--- src/rtl/ctimer_pkg.sv ---
package ctimer_pkg;
   typedef enum logic [1:0] {
      SRC_DIV   = 2'b00,
      SRC_PRE   = 2'b01,
      SRC_CHAIN = 2'b10,
      SRC_EXT   = 2'b11
   } src_e;

   localparam logic [1:0] REG_CTRL = 2'd0;
   localparam logic [1:0] REG_LOAD = 2'd1;
   localparam logic [1:0] REG_CNT  = 2'd2;
   localparam logic [1:0] REG_STAT = 2'd3;

   localparam int CTRL_BITS = 4;
endpackage

--- src/rtl/ctimer_div.sv ---
module ctimer_div #(
   parameter int DIV = 4
) (
   input  logic clk,
   input  logic rst_n,
   output logic tick
);
   localparam int W = (DIV > 2) ? $clog2(DIV) : 1;

   if (DIV < 2) begin : g_bad_div
      $error("ctimer_div: DIV must be at least 2");
   end

   logic [W-1:0] phase;

   assign tick = (phase == W'(DIV - 1));

   always_ff @(posedge clk or negedge rst_n) begin
      if (!rst_n)    phase <= '0;
      else if (tick) phase <= '0;
      else           phase <= phase + 1'b1;
   end
endmodule

--- src/rtl/ctimer_edge.sv ---
module ctimer_edge #(
   parameter int STAGES = 2
) (
   input  logic clk,
   input  logic rst_n,
   input  logic pin,
   output logic rise
);
   if (STAGES < 2) begin : g_bad_stages
      $error("ctimer_edge: STAGES must be at least 2");
   end

   logic [STAGES:0] sh;

   always_ff @(posedge clk or negedge rst_n) begin
      if (!rst_n) sh <= '0;
      else        sh <= {sh[STAGES-1:0], pin};
   end

   assign rise = sh[STAGES-1] & ~sh[STAGES];
endmodule

--- src/rtl/ctimer_chan.sv ---
module ctimer_chan
   import ctimer_pkg::*;
#(
   parameter int CNT_W  = 16,
   parameter int DATA_W = 16
) (
   input  logic              clk,
   input  logic              rst_n,
   input  logic              ctrl_we,
   input  logic              load_we,
   input  logic              cnt_we,
   input  logic              stat_we,
   input  logic [DATA_W-1:0] wdata,
   input  logic              div_tick,
   input  logic              pre_tick,
   input  logic              chain_tick,
   input  logic              ext_tick,
   output logic              en_o,
   output logic              ie_o,
   output src_e              src_o,
   output logic [CNT_W-1:0]  cnt_o,
   output logic              flag_o,
   output logic              ovf_o
);
   if (CNT_W > DATA_W) begin : g_bad_width
      $error("ctimer_chan: CNT_W must not exceed DATA_W");
   end

   logic             en, ie, direct, flag, ovf;
   src_e             src;
   logic [CNT_W-1:0] load_r, cnt_r;
   logic             tick, fire, zero;

   always_comb begin
      unique case (src)
         SRC_DIV:   tick = div_tick;
         SRC_PRE:   tick = pre_tick;
         SRC_CHAIN: tick = chain_tick;
         default:   tick = ext_tick;
      endcase
   end

   assign zero = (cnt_r == '0);
   assign fire = en & tick;

   always_ff @(posedge clk or negedge rst_n) begin
      if (!rst_n) begin
         en     <= 1'b0;
         ie     <= 1'b0;
         src    <= SRC_DIV;
         direct <= 1'b0;
         flag   <= 1'b0;
         ovf    <= 1'b0;
         load_r <= '0;
         cnt_r  <= '0;
      end else begin
         ovf <= 1'b0;
         if (ctrl_we) begin
            en  <= wdata[0];
            ie  <= wdata[1];
            src <= src_e'(wdata[3:2]);
            if (wdata[0] && !en) direct <= 1'b0;
         end
         if (load_we && !en) begin
            load_r <= wdata[CNT_W-1:0];
            if (!direct) cnt_r <= wdata[CNT_W-1:0];
         end
         if (fire) begin
            if (zero) begin
               cnt_r <= load_r;
               ovf   <= 1'b1;
            end else begin
               cnt_r <= cnt_r - 1'b1;
            end
         end
         if (cnt_we) begin
            cnt_r  <= wdata[CNT_W-1:0];
            direct <= 1'b1;
         end
         if (stat_we && wdata[0]) flag <= 1'b0;
         if (fire && zero)        flag <= 1'b1;
      end
   end

   assign en_o   = en;
   assign ie_o   = ie;
   assign src_o  = src;
   assign cnt_o  = cnt_r;
   assign flag_o = flag;
   assign ovf_o  = ovf;

   a_r7_decrement: assert property (@(posedge clk) disable iff (!rst_n)
      (fire && !zero && !cnt_we) |=> (cnt_r == $past(cnt_r) - 1'b1));

   a_r7_reload: assert property (@(posedge clk) disable iff (!rst_n)
      (fire && zero && !cnt_we) |=> ((cnt_r == $past(load_r)) && ovf && flag));

   a_r6_preload_locked: assert property (@(posedge clk) disable iff (!rst_n)
      (en && load_we) |=> $stable(load_r));

   a_r2_disabled_hold: assert property (@(posedge clk) disable iff (!rst_n)
      (!en && !cnt_we && !load_we) |=> $stable(cnt_r));
endmodule

--- src/rtl/cascade_timer.sv ---
module cascade_timer
   import ctimer_pkg::*;
#(
   parameter int NUM_TMR = 3,
   parameter int CNT_W   = 16,
   parameter int DATA_W  = 16,
   parameter int ADDR_W  = 4,
   parameter int DIV     = 4,
   parameter int SYNC    = 2
) (
   input  logic              clk,
   input  logic              rst_n,
   input  logic [ADDR_W-1:0] bus_addr,
   input  logic              bus_we,
   input  logic [DATA_W-1:0] bus_wdata,
   output logic [DATA_W-1:0] bus_rdata,
   input  logic              pre_tick,
   input  logic [NUM_TMR-1:0] ev_in,
   output logic [NUM_TMR-1:0] tmr_ovf,
   output logic              irq
);
   localparam int IDX_W = ADDR_W - 2;

   if (NUM_TMR < 1) begin : g_bad_num
      $error("cascade_timer: NUM_TMR must be at least 1");
   end
   if (ADDR_W < $clog2(NUM_TMR) + 2) begin : g_bad_addr
      $error("cascade_timer: ADDR_W too small for NUM_TMR");
   end
   if (DATA_W < CTRL_BITS) begin : g_bad_data
      $error("cascade_timer: DATA_W too small for control word");
   end

   logic [IDX_W-1:0] idx;
   logic [1:0]       rsel;
   logic             div_tick;

   assign idx  = bus_addr[ADDR_W-1:2];
   assign rsel = bus_addr[1:0];

   logic [NUM_TMR-1:0] en_w, ie_w, flag_w, ext_w, cnt_we_w;
   src_e               src_w [NUM_TMR];
   logic [CNT_W-1:0]   cnt_w [NUM_TMR];

   ctimer_div #(.DIV(DIV)) u_div (
      .clk(clk), .rst_n(rst_n), .tick(div_tick)
   );

   for (genvar i = 0; i < NUM_TMR; i++) begin : g_ch
      logic hit, chain_in;

      assign hit         = bus_we && (idx == IDX_W'(i));
      assign cnt_we_w[i] = hit && (rsel == REG_CNT);

      if (i == 0) begin : g_head
         assign chain_in = 1'b0;
      end else begin : g_link
         assign chain_in = tmr_ovf[i-1];
      end

      ctimer_edge #(.STAGES(SYNC)) u_sync (
         .clk(clk), .rst_n(rst_n), .pin(ev_in[i]), .rise(ext_w[i])
      );

      ctimer_chan #(.CNT_W(CNT_W), .DATA_W(DATA_W)) u_chan (
         .clk        (clk),
         .rst_n      (rst_n),
         .ctrl_we    (hit && (rsel == REG_CTRL)),
         .load_we    (hit && (rsel == REG_LOAD)),
         .cnt_we     (cnt_we_w[i]),
         .stat_we    (hit && (rsel == REG_STAT)),
         .wdata      (bus_wdata),
         .div_tick   (div_tick),
         .pre_tick   (pre_tick),
         .chain_tick (chain_in),
         .ext_tick   (ext_w[i]),
         .en_o       (en_w[i]),
         .ie_o       (ie_w[i]),
         .src_o      (src_w[i]),
         .cnt_o      (cnt_w[i]),
         .flag_o     (flag_w[i]),
         .ovf_o      (tmr_ovf[i])
      );
   end

   assign irq = |(flag_w & ie_w);

   always_comb begin
      bus_rdata = '0;
      for (int i = 0; i < NUM_TMR; i++) begin
         if (idx == IDX_W'(i)) begin
            unique case (rsel)
               REG_CTRL: bus_rdata[CTRL_BITS-1:0] = {src_w[i], ie_w[i], en_w[i]};
               REG_CNT:  bus_rdata[CNT_W-1:0]     = cnt_w[i];
               REG_STAT: bus_rdata[0]             = flag_w[i];
               default:  bus_rdata                = '0;
            endcase
         end
      end
   end

   a_r4_head_chain_idle: assert property (@(posedge clk) disable iff (!rst_n)
      (en_w[0] && (src_w[0] == SRC_CHAIN) && !cnt_we_w[0]) |=> $stable(cnt_w[0]));

   a_r4_head_no_ovf: assert property (@(posedge clk) disable iff (!rst_n)
      (en_w[0] && (src_w[0] == SRC_CHAIN)) |=> !tmr_ovf[0]);
endmodule

--- config.mk ---
export PLATFORM = sky130hd
export DESIGN_NAME = cascade_timer
export DESIGN_NICKNAME = d
export VERILOG_FILES = /design/src/rtl/ctimer_pkg.sv /design/src/rtl/ctimer_div.sv /design/src/rtl/ctimer_edge.sv /design/src/rtl/ctimer_chan.sv /design/src/rtl/cascade_timer.sv
export SDC_FILE = /design/constraint.sdc
export NUM_CORES = 1
export LEC_CHECK = 0
export ABC_CLOCK_PERIOD_IN_PS = 2300
export BUFFER_PORTS_ARGS = -buffer_cell sky130_fd_sc_hd__clkbuf_2
export CORE_MARGIN = 10
export CORE_UTILIZATION = 45
export CTS_CLUSTER_DIAMETER = 200
export DETAILED_ROUTE_END_ITERATION = 16
export GPL_TIMING_DRIVEN = 0
export RECOVER_POWER = 100
export SYNTH_ARGS = -nofsm -noshare
export SYNTH_HDL_FRONTEND = slang
export SYNTH_HIERARCHICAL = 1
export SYNTH_SLANG_ARGS = --single-unit
--- constraint.sdc ---
create_clock -name clk -period 2.3 [get_ports clk]
set_input_delay 0.46 -clock clk [delete_from_list [all_inputs] [get_ports clk]]
set_output_delay 0.46 -clock clk [all_outputs]
set_load 0.02 [all_outputs]
==> impl_results.md <==
* Status: finished, final reports clean
* R2R depth at 5
* GRT Total Usage at about a fifth
* Final core utilization at 54.0%
* Post-route DRC at 0
* Number of flops mapped to enable cells by yosys at 0
* Core area at 0.0172 sq mm
* CP Data Required Time at roughly 1.8 ns
* Max Slew Vio Count at 0
* Layout cells sized above 1 at 27.1%
* Die ar. at about 0.023 sq mm
* Top cells by area, synth: dfrtp_1 (41%), mux2_2 (4.9%), a221oi_2 (4.8%), nand2_1 (3.2%), o22ai_1 (2.9%)
* CTS tree: done
* Crit-path cells: and4b_1 > a32o_1 > a311o_1 > clkbuf_4
* Dominant cell by count in the synthesized netlist: dfrtp_1
* Total number of vias at ~6.7k
* Final hold slack at 0.140 ns
* Htree depth at 4
* Die W at 152 um
* Setup Viol. Count Final at 0
* Final Cell Area at ~0.0093 sq mm
* Synth top cells by count: dfrtp_1 (128), nand2_1 (68), nor2_1 (50)
* Synth Flop Type: dfrtp_1
* DP HPWL at between 15 and 20 mm
* Hold Path Depth at 1
* Minimum clock period after layout at approximately 2.3 ns
* Placement Cell Area at ~0.0084 sq mm
* Detailed Route WL at between 20 and 25 mm
* Avg Vias per Cell at between 6 and 7
* Tcrit/Tclk final at 98.3%
* PortBufs at between 40 and 50
* Mapped Avg Cell Area at around 10 sq um
* CTS sink cnt at approximately 130
* Clock latency at the later pin of the worst-skew pair at around 0.43 ns
* Initial antenna violation count at 0
* Critical path data arrival time at between 1.5 and 2 ns
* Peak Freq at between 400 and 500 MHz
* WL/cell at 22.2 um
* Starting Density at between 40% and 50%
* CP Max Fanout at 7
* Vias in the first global route at 6604
* GRT overflow at 0
* Post-synthesis register bit count at about 130
* Syn Std Cell Area at 0.00788 sq mm
* Largest net degree at the start of global routing at between 90 and 100
* Setup Skew at between 0.009 and 0.01 ns
* Leakage power at approximately 3.9 nW
* Worst path max stage delay at 0.48 ns
* Async set-reset flop share out of synthesis at 100%
* Final hold violation count at 0
* NumNets Final at between 900 and 1k
* Register area share after synthesis at about two fifths
* Cell variety after synth at 68
* Reg2Reg Launch Point: g_ch[0].u_chan/cnt_o[6]
* CTS root buf: clkbuf_16
* Yosys top cell area share at 40.6%
* Starting DRC count in detailed routing at 700
* Core Rows at 48
* Reg2Reg Capture Point: g_ch[0].u_chan/cnt_o[5]
* Pwr/cell area at between 1000 and 1500 mW/mm^2
* Max_cap viols at 0
* Synth warn at 6
* Flop2flop setup slack at about 0.050 ns
* Area leader, netlist: dfrtp_1
* Routed Antenna Nets at 0
* Hold Path Sink: g_ch[0].u_sync/sh[0]
* Syn_nets at slightly above 800
* Placer's final routability congestion estimate at around 0.94
* Setup crit end kind: output port
* Drt pass-1 iters at 5
* I/O Pins at between 40 and 50
* First-pass GRT wire length at roughly 39 mm
* Crit path kind: reg2out
* Synth Instances at between 700 and 800
* Worst Hold Class: in2reg
* Setup_tns at 0 ns
* Slew @ Worst Pin at 1.07 ns
* RSZ-0062 raised after global routing: no
* Slowest cell on the critical path: dfrtp_1
* Area grow syn2layout at 18.2%
* Hold_sp: ev_in[0]
* Vert. Die Dim at between 150 and 200 um
* Clock transition at path regs at around 0.060 ns
* Worst slew margin at around 29%
* Final Power at 9.83 mW
* Startpoint class of the critical path: register
* CTS Buf Count at 17
* IR drop worst, VDD at ~0.63 mV
* CTS Buffer Depth at 2
* N_diodes at 0
worst max-delay path: cells and delay by family (launching register included):
family,cells,cell delay [ns]
AOI/OAI and AO/OA,2,0.49
buffers and inverters,1,0.18
DFF,1,0.48
and+or+nand+nor,1,0.23
cell usage in the layout (no fill, tap or decap), types with 10 or more instances in the layout:
cell and count:
clkbuf_2 48, mux2_2 34, a22oi_1 11, clkbuf_16 17, xor2_1 21, nand2b_1 10
a21boi_1 12, buf_4 20, nand2_1 67, a21o_1 15, or3_1 29, a221oi_2 20
o21ai_0 38, nor3_1 13, inv_1 40, dfrtp_1 121, a221oi_1 13, o22ai_1 36
nand3b_1 27, nor2_1 43, clkbuf_1 17, mux2i_1 18
area by class of cell:
cell class              count  area, sq um
fillers                  1550         7930
multi-input cells         562         4310
flip-flops and latches    128         3210
clock buffers              18          429
repair buffers             65          414
plain buffers              44          288
well taps                 225          282
clock inverters            14          205
inverters                  44          170
what timing repair did:
| action | 4_1_cts | 5_1_grt |
|---|---|---|
| gates resized for setup | 42 | 32 |
| hold buffers | 1 | 0 |
| endpoints found under the hold margin | 38 | 0 |
| buffers inserted | 11 | 6 |
| gates cloned | 0 | 0 |
| setup endpoints to repair | 78 | 51 |
| pin swaps | 4 | 4 |
worst max-delay path by stage:
| stage | start | end | slack (ns) |
|---|---|---|---|
| CTS | bus_addr[0] | bus_rdata[2] | -0.01 |
| finish | g_ch[1].u_chan/cnt_o[3] | bus_rdata[3] | 0.04 |
| global placement | rst_n | g_ch[0].u_chan/load_r[0] | -1.34 |
| global route | bus_addr[3] | bus_rdata[7] | 0.002 |
| floorplan | bus_addr[0] | g_ch[1].u_chan/cnt_o[13] | -0.12 |
| detailed placement | bus_addr[0] | g_ch[2].u_chan/cnt_o[2] | -1.06 |
power by group:
part	leakage, nW	internal [mW]	switching [mW]
combinational	2.08	1.46	1.55
clock	0.302	1.83	1.10
sequential	1.48	2.96	0.928
cell families (layout without fill, tap and decap cells):
group	Yosys count	count (layout)	synth area share (%)
xor+xnor	30	30	3.33
compound gates	182	182	18.4
buf+inv	94	185	5.70
mux	54	54	7.81
simple gates	282	282	22.0
other cells	1	1	0.0476
fa+ha+maj	13	13	2.06
flops	128	128	40.6
flip-flops by register name (all words and copies together) (netlist names):
register / flops
g_ch.u_chan/ovf_o: 3
u_div/phase: 2
g_ch.u_chan/cnt_o: 48
g_ch.u_chan/flag_o: 3
g_ch.u_sync/sh: 9
g_ch.u_chan/direct: 3
g_ch.u_chan/ie_o: 3
g_ch.u_chan/src_o: 6
g_ch.u_chan/en_o: 3
g_ch.u_chan/load_r: 48
routing by layer:
layer / vias to the layer above / wire length (um) / GRT usage, %
met4: 0 / 810 / 7.84
met3: 60 / 1480 / 4.09
li1: 3052 / - / -
met1: 3329 / 11200 / 28.8
met2: 263 / 11000 / 31.2
met5: - / 0 / 0
through the flow:
step	instances	setup slack, ns
floorplan	784	-0.117
global placement	1055	-1.34
detailed placement	1056	-1.06
CTS	1096	-0.0133
global route	1100	0.00160
finish	1100	0.0397
Note: power is estimated with default switching activity, not from simulation.
